File: src/rtl/alu8_pkg.sv
package alu8_pkg;

  typedef enum logic [3:0] {
    OP_ADD  = 4'd0,
    OP_SUB  = 4'd1,
    OP_AND  = 4'd2,
    OP_IOR  = 4'd3,
    OP_XOR  = 4'd4,
    OP_COM  = 4'd5,
    OP_INC  = 4'd6,
    OP_DEC  = 4'd7,
    OP_RLC  = 4'd8,
    OP_RRC  = 4'd9,
    OP_SWAP = 4'd10,
    OP_CLR  = 4'd11,
    OP_MOV  = 4'd12,
    OP_P13  = 4'd13,
    OP_P14  = 4'd14,
    OP_P15  = 4'd15
  } aluOp_e;

  // second adder input source
  typedef enum logic [1:0] {
    ADDB_W,
    ADDB_NOTW,
    ADDB_ZERO,
    ADDB_ONES
  } addB_e;

  typedef enum logic [3:0] {
    RES_ADDER,
    RES_AND,
    RES_IOR,
    RES_XOR,
    RES_NOT,
    RES_RLC,
    RES_RRC,
    RES_SWAP,
    RES_ZERO,
    RES_PASS
  } resSel_e;

  typedef struct packed {
    addB_e   addB;
    logic    addCin;
    resSel_e resSel;
    logic    cWe;
    logic    dcWe;
    logic    zWe;
  } aluStrobe_t;

endpackage

File: src/rtl/alu8_ctrl.sv
module alu8_ctrl
  import alu8_pkg::*;
(
  input  logic       opValid,
  input  logic [3:0] opCode,
  output aluStrobe_t strobe
);

  aluStrobe_t raw;

  always_comb begin
    raw        = '0;
    raw.addB   = ADDB_W;
    raw.addCin = 1'b0;
    raw.resSel = RES_PASS;
    unique case (aluOp_e'(opCode))
      OP_ADD: begin
        raw.resSel = RES_ADDER;
        {raw.cWe, raw.dcWe, raw.zWe} = 3'b111;
      end
      OP_SUB: begin
        // B + ~W + 1: carry out means no borrow
        raw.addB   = ADDB_NOTW;
        raw.addCin = 1'b1;
        raw.resSel = RES_ADDER;
        {raw.cWe, raw.dcWe, raw.zWe} = 3'b111;
      end
      OP_AND: begin raw.resSel = RES_AND;  raw.zWe = 1'b1; end
      OP_IOR: begin raw.resSel = RES_IOR;  raw.zWe = 1'b1; end
      OP_XOR: begin raw.resSel = RES_XOR;  raw.zWe = 1'b1; end
      OP_COM: begin raw.resSel = RES_NOT;  raw.zWe = 1'b1; end
      OP_INC: begin
        raw.addB   = ADDB_ZERO;
        raw.addCin = 1'b1;
        raw.resSel = RES_ADDER;
        raw.zWe    = 1'b1;
      end
      OP_DEC: begin
        raw.addB   = ADDB_ONES;
        raw.resSel = RES_ADDER;
        raw.zWe    = 1'b1;
      end
      OP_RLC:  begin raw.resSel = RES_RLC;  raw.cWe = 1'b1; end
      OP_RRC:  begin raw.resSel = RES_RRC;  raw.cWe = 1'b1; end
      OP_SWAP: begin raw.resSel = RES_SWAP; end
      OP_CLR:  begin raw.resSel = RES_ZERO; raw.zWe = 1'b1; end
      OP_MOV:  begin raw.resSel = RES_PASS; raw.zWe = 1'b1; end
      default: begin raw.resSel = RES_PASS; end
    endcase
  end

  always_comb begin
    strobe      = raw;
    strobe.cWe  = raw.cWe  & opValid;
    strobe.dcWe = raw.dcWe & opValid;
    strobe.zWe  = raw.zWe  & opValid;
  end

endmodule

File: src/rtl/alu8_dp.sv
module alu8_dp
  import alu8_pkg::*;
#(
  parameter int DATA_W = 8
) (
  input  aluStrobe_t        strobe,
  input  logic [DATA_W-1:0] wVal,
  input  logic [DATA_W-1:0] bVal,
  input  logic              carryIn,
  output logic [DATA_W-1:0] result,
  output logic              carryNew,
  output logic              dcNew,
  output logic              zeroNew
);

  localparam int HALF_W = DATA_W / 2;

  logic [DATA_W-1:0] addOp;
  logic [DATA_W:0]   sumFull;
  logic [HALF_W:0]   sumLow;
  logic [DATA_W-1:0] swapped;

  always_comb begin
    unique case (strobe.addB)
      ADDB_W:    addOp = wVal;
      ADDB_NOTW: addOp = ~wVal;
      ADDB_ZERO: addOp = '0;
      default:   addOp = '1;
    endcase
  end

  assign sumFull = {1'b0, bVal} + {1'b0, addOp} + {{DATA_W{1'b0}}, strobe.addCin};
  assign sumLow  = {1'b0, bVal[HALF_W-1:0]} + {1'b0, addOp[HALF_W-1:0]}
                 + {{HALF_W{1'b0}}, strobe.addCin};

  generate
    for (genvar i = 0; i < HALF_W; i++) begin : g_swap
      assign swapped[i]          = bVal[i + HALF_W];
      assign swapped[i + HALF_W] = bVal[i];
    end
  endgenerate

  always_comb begin
    unique case (strobe.resSel)
      RES_ADDER: result = sumFull[DATA_W-1:0];
      RES_AND:   result = wVal & bVal;
      RES_IOR:   result = wVal | bVal;
      RES_XOR:   result = wVal ^ bVal;
      RES_NOT:   result = ~bVal;
      RES_RLC:   result = {bVal[DATA_W-2:0], carryIn};
      RES_RRC:   result = {carryIn, bVal[DATA_W-1:1]};
      RES_SWAP:  result = swapped;
      RES_ZERO:  result = '0;
      default:   result = bVal;
    endcase
  end

  always_comb begin
    unique case (strobe.resSel)
      RES_RLC: carryNew = bVal[DATA_W-1];
      RES_RRC: carryNew = bVal[0];
      default: carryNew = sumFull[DATA_W];
    endcase
  end

  assign dcNew   = sumLow[HALF_W];
  assign zeroNew = (result == '0);

endmodule

File: src/rtl/alu8_status.sv
module alu8_status (
  input  logic clk,
  input  logic rstN,
  input  logic cWe,
  input  logic dcWe,
  input  logic zWe,
  input  logic cNew,
  input  logic dcNew,
  input  logic zNew,
  output logic carryQ,
  output logic dcQ,
  output logic zeroQ
);

  always_ff @(posedge clk or negedge rstN) begin
    if (!rstN) begin
      carryQ <= 1'b0;
      dcQ    <= 1'b0;
      zeroQ  <= 1'b0;
    end else begin
      if (cWe)  carryQ <= cNew;
      if (dcWe) dcQ    <= dcNew;
      if (zWe)  zeroQ  <= zNew;
    end
  end


  carry_hold_chk: assert property (@(posedge clk) disable iff (!rstN)
    !cWe |=> $stable(carryQ));

  dc_hold_chk: assert property (@(posedge clk) disable iff (!rstN)
    !dcWe |=> $stable(dcQ));

  zero_hold_chk: assert property (@(posedge clk) disable iff (!rstN)
    !zWe |=> $stable(zeroQ));

endmodule

File: src/rtl/alu8_flags.sv
module alu8_flags
  import alu8_pkg::*;
#(
  parameter int DATA_W = 8
) (
  input  logic              clk,
  input  logic              rstN,
  input  logic              opValid,
  input  logic [3:0]        opCode,
  input  logic [DATA_W-1:0] wReg,
  input  logic [DATA_W-1:0] fileVal,
  input  logic [DATA_W-1:0] litVal,
  input  logic              useLit,
  input  logic              destFile,
  output logic [DATA_W-1:0] result,
  output logic              carryNext,
  output logic              dcNext,
  output logic              zeroNext,
  output logic              carryWe,
  output logic              dcWe,
  output logic              zeroWe,
  output logic              carryFlag,
  output logic              dcFlag,
  output logic              zeroFlag,
  output logic              writeW,
  output logic              writeF
);

  aluStrobe_t        strobe;
  logic [DATA_W-1:0] opB;

  assign opB = useLit ? litVal : fileVal;

  alu8_ctrl u_ctrl (
    .opValid (opValid),
    .opCode  (opCode),
    .strobe  (strobe)
  );

  alu8_dp #(.DATA_W(DATA_W)) u_dp (
    .strobe   (strobe),
    .wVal     (wReg),
    .bVal     (opB),
    .carryIn  (carryFlag),
    .result   (result),
    .carryNew (carryNext),
    .dcNew    (dcNext),
    .zeroNew  (zeroNext)
  );

  alu8_status u_status (
    .clk    (clk),
    .rstN   (rstN),
    .cWe    (strobe.cWe),
    .dcWe   (strobe.dcWe),
    .zWe    (strobe.zWe),
    .cNew   (carryNext),
    .dcNew  (dcNext),
    .zNew   (zeroNext),
    .carryQ (carryFlag),
    .dcQ    (dcFlag),
    .zeroQ  (zeroFlag)
  );

  assign carryWe = strobe.cWe;
  assign dcWe    = strobe.dcWe;
  assign zeroWe  = strobe.zWe;
  assign writeW  = opValid & ~destFile;
  assign writeF  = opValid &  destFile;


  sub_borrow_chk: assert property (@(posedge clk) disable iff (!rstN)
    (opValid && opCode == OP_SUB) |-> (carryNext == (opB >= wReg)));

  zero_flag_chk: assert property (@(posedge clk) disable iff (!rstN)
    zeroWe |=> (zeroFlag == ($past(result) == '0)));

  rot_zero_chk: assert property (@(posedge clk) disable iff (!rstN)
    (opValid && (opCode == OP_RLC || opCode == OP_RRC)) |=> $stable(zeroFlag));

  idle_we_chk: assert property (@(posedge clk) disable iff (!rstN)
    !opValid |-> !(carryWe || dcWe || zeroWe));

endmodule

File: config.mk
export PLATFORM = sky130hd
export DESIGN_NAME = alu8_flags
export DESIGN_NICKNAME = d
export VERILOG_FILES = /design/src/rtl/alu8_pkg.sv /design/src/rtl/alu8_ctrl.sv /design/src/rtl/alu8_dp.sv /design/src/rtl/alu8_status.sv /design/src/rtl/alu8_flags.sv
export SDC_FILE = /design/constraint.sdc
export NUM_CORES = 1
export LEC_CHECK = 0
export BUFFER_PORTS_ARGS = -buffer_cell sky130_fd_sc_hd__buf_4
export CAP_MARGIN = 25
export CELL_PAD_IN_SITES_DETAIL_PLACEMENT = 1
export CELL_PAD_IN_SITES_GLOBAL_PLACEMENT = 1
export CORE_MARGIN = 3
export CORE_UTILIZATION = 39
export DETAILED_ROUTE_END_ITERATION = 6
export PLACE_DENSITY = 0.82
export SLEW_MARGIN = 30
export SYNTH_ARGS = -nofsm -noshare
export SYNTH_HDL_FRONTEND = slang
export SYNTH_HIERARCHICAL = 1
export SYNTH_SLANG_ARGS = --single-unit
export TNS_END_PERCENT = 100
File: constraint.sdc
create_clock -name clk -period 4.4 [get_ports clk]
set_input_delay 0 -clock clk [delete_from_list [all_inputs] [get_ports clk]]
set_output_delay 0 -clock clk [all_outputs]
set_load 0.02 [all_outputs]
==> flow_summary.json <==
{
  "status": "completed",
  "syn_nets": 318,
  "synthFlopType": "dfrtp_1",
  "critPathMaxFanout": 14,
  "rows": 25,
  "worstPathRequired_ns": 4.40,
  "ys_ff_latch": 3,
  "drc": 0,
  "synth_top_area_frac": 0.144,
  "cp_common_cell": "buf_4",
  "slowest_stage": "or4b_1",
  "fmax_ghz": 0.292,
  "ioPinCount": 52,
  "grt_max_degree": 27,
  "endpoint_kind": "primary output",
  "synth_cell_types": 65,
  "synth_area_leaders": "ha_1 (14%), mux2_4 (8.3%), xnor2_1 (4.4%)",
  "cts.reportedPaths.clkPinSlew_ns": 0.03,
  "critPathKind": "in -> out",
  "post_cts.repair.setup_buffers": 0,
  "finalHoldViolCount": 0,
  "post_cts_resized": 0,
  "clock-sinks": 3,
  "cap_violations": 0,
  "first_global_vias": 2079,
  "setup_violations": 0,
  "place_congestion": 0.909,
  "fin_worst_skew_ns": 0.00276,
  "ys.warnings.count": 6,
  "startpoint_type": "primary input",
  "cts-buffers-inserted": 3,
  "synth.most_common_cell": "ha_1",
  "wl_per_cell_um": 17.5,
  "crit_start": "opCode[2]",
  "slew_headroom": 0.544,
  "path_buf_inv": 3,
  "timing.rr.start": "u_status/carryQ$_DFFE_PN0P_",
  "grt-busiest-layer": "met2",
  "finalCritPeriodShare": 0.779,
  "h-tree-depth": 1,
  "initial_core_util": 0.414,
  "via_per_inst": 5.66,
  "cts_buffer_depth": 2,
  "worst_slew_pin_slew_ns": 0.678,
  "synth_top_area_cell": "ha_1",
  "synth_area_per_cell_um2": 7.66,
  "fp.dieH_um": 77.5,
  "final_nets": 362,
  "antenna_cells": 0,
  "dr.pass1.iters": 4,
  "dieArea_um2": 6000,
  "postCtsHoldBufs": 1,
  "peakVddDrop_uv": 118,
  "hpwl_mm": 5.20,
  "routed_wl_mm": 6.48,
  "grt_usage": 0.216,
  "arrival_ns": 3.43,
  "fin_setup_tns_ns": 0,
  "clk_latency_ns": 0.21,
  "via_count": 2096,
  "cts.root.buffer_cell": "clkbuf_8",
  "coreArea_um2": 4820,
  "gr-usage-met1": 0.286,
  "grt_pass1_wl_mm": 10.4,
  "drt_iter0_drc": 74,
  "crit_chain": "buf_4 > xor2_1 > nor3b_1 > buf_4 > xnor2_1 > fa_1 > fa_1 > nor2b_1 > o21ai_1 > nand2b_1 > xor2_1 > a221o_1 > or4b_1 > nor4_2 > buf_4",
  "cts_tree": "done",
  "grtUsageMet2": 0.367,
  "path_delay_family": "simple AND/OR/NAND/NOR gates",
  "port_buffers": 51,
  "antenna_found_initial": 0,
  "synth.cell_area_um2": 1990,
  "critPathMaxStageDelay_ns": 0.52,
  "synth-edff-count": 0,
  "power_uw": 559,
  "grt_remaining_overflow": 0,
  "timing.hold.ws_ns": 0.121,
  "async_flop_share": 1.00,
  "grt_use_met3": 0.0209,
  "period_minus_slack_ns": 3.43,
  "syn_to_final_growth_pct": 22.7,
  "drv_slew": 0,
  "rsz0062_at_grt": "no",
  "cellLeakagePower_nw": 1.13,
  "die_w_um": 77.5,
  "drive_gt1_frac": 0.261,
  "syn-instance-count": 260,
  "synthTopCellsByCount": "ha_1 (23), inv_1 (22), nand2_1 (19), a21oi_1 (16), nor2_1 (16)",
  "power_density_nw_per_um2": 229,
  "detail-route-antenna-nets": 0,
  "seq_area_frac_synth": 0.0377,
  "hp-class": "in -> async"
}
-- where the power goes --
part	internal, mW	leakage [nW]	switching [mW]
Combinational	0.194	1.07	0.243
Clock	0.0618	0.0228	0.0179
Sequential	0.0347	0.0387	0.00769
Total	0.290	1.13	0.269
-- sequential cells by signal, summed over array words and instances, names as in the netlist --
register         flops
u_status/carryQ      1
u_status/dcQ         1
u_status/zeroQ       1
-- final timing paths --
path	cells past startpoint	endpoint	slack, ns
hold reg to reg	1	u_status/dcQ$_DFFE_PN0P_	0.51
hold / removal	2	u_status/dcQ$_DFFE_PN0P_	0.12
setup reg to reg	8	u_status/zeroQ$_DFFE_PN0P_	2.24
max in group asynchronous	2	u_status/zeroQ$_DFFE_PN0P_	4.18
min in group clk	4	u_status/zeroQ$_DFFE_PN0P_	0.25
setup / recovery	15	zeroNext	0.97
-- layer usage --
metal | vias up | routed length, um
met5 | - | 0
met4 | 0 | 107
met3 | 10 | 293
met2 | 60 | 3080
met1 | 1010 | 3000
li1 | 1016 | -
-- metrics by stage --
| stage | area [um^2] | cells | util | setup slack (ns) |
|---|---|---|---|---|
| floorplan | 1990 | 260 | - | 0.371 |
| global placement | 2380 | 365 | 0.494 | 1.06 |
| detailed placement | 2380 | 365 | 0.494 | 0.909 |
| CTS | 2430 | 370 | 0.505 | 0.968 |
| global route | 2440 | 370 | 0.507 | 0.750 |
| finish | 2440 | 370 | 0.507 | 0.973 |
-- cells in the final DEF, fill, tap and decap left out, types with 2 or more instances in the layout --
cell,instances
o21ai_0,11
clkbuf_8,3
mux2_4,11
a211oi_1,2
a221o_1,2
and2b_1,2
buf_4,56
nor3_1,4
o32a_1,3
or3b_1,2
inv_1,22
nand3_1,4
mux2i_1,5
fa_1,2
dfrtp_1,3
or2b_1,2
and2_1,2
o2bb2ai_1,2
xnor2_1,10
o31ai_1,2
nor2b_1,9
nand2b_1,13
nand2_1,19
a31oi_1,3
o21a_1,4
nor2_1,16
a21oi_1,15
xor2_1,4
ha_1,23
nand3b_1,4
nor3b_1,4
and3b_1,2
o22ai_1,5
-- final cells by class --
| type | instances | area, um^2 |
|---|---|---|
| sequential | 3 | 75.1 |
| multi-input combinational | 216 | 1720 |
| inverter | 23 | 86.3 |
| fill | 636 | 2370 |
| timing repair buffer | 57 | 430 |
| tap | 67 | 83.8 |
| clock buffer | 4 | 45.0 |
-- cells by family (layout without fill, tap and decap cells) --
family	Yosys count	in the layout	share of synthesized area
and+or+nand+nor	91	91	0.259
AOI/OAI and AO/OA	67	67	0.231
buffers and inverters	41	84	0.108
adders and majority gates	25	25	0.165
muxes	19	19	0.138
xor gates and xnor gates	14	14	0.0616
DFF	3	3	0.0377
-- worst reg2reg max path, cell delays in order (launching register included) --
cell and delay (ns):
dfrtp_1 0.43, nand2_1 0.10, o22ai_1 0.09, a21oi_1 0.13, nor2_1 0.05, o32a_1 0.41, or4b_1 0.50, nor4_2 0.20
mux2_4 0.20
(Power assumes the default switching activity.)
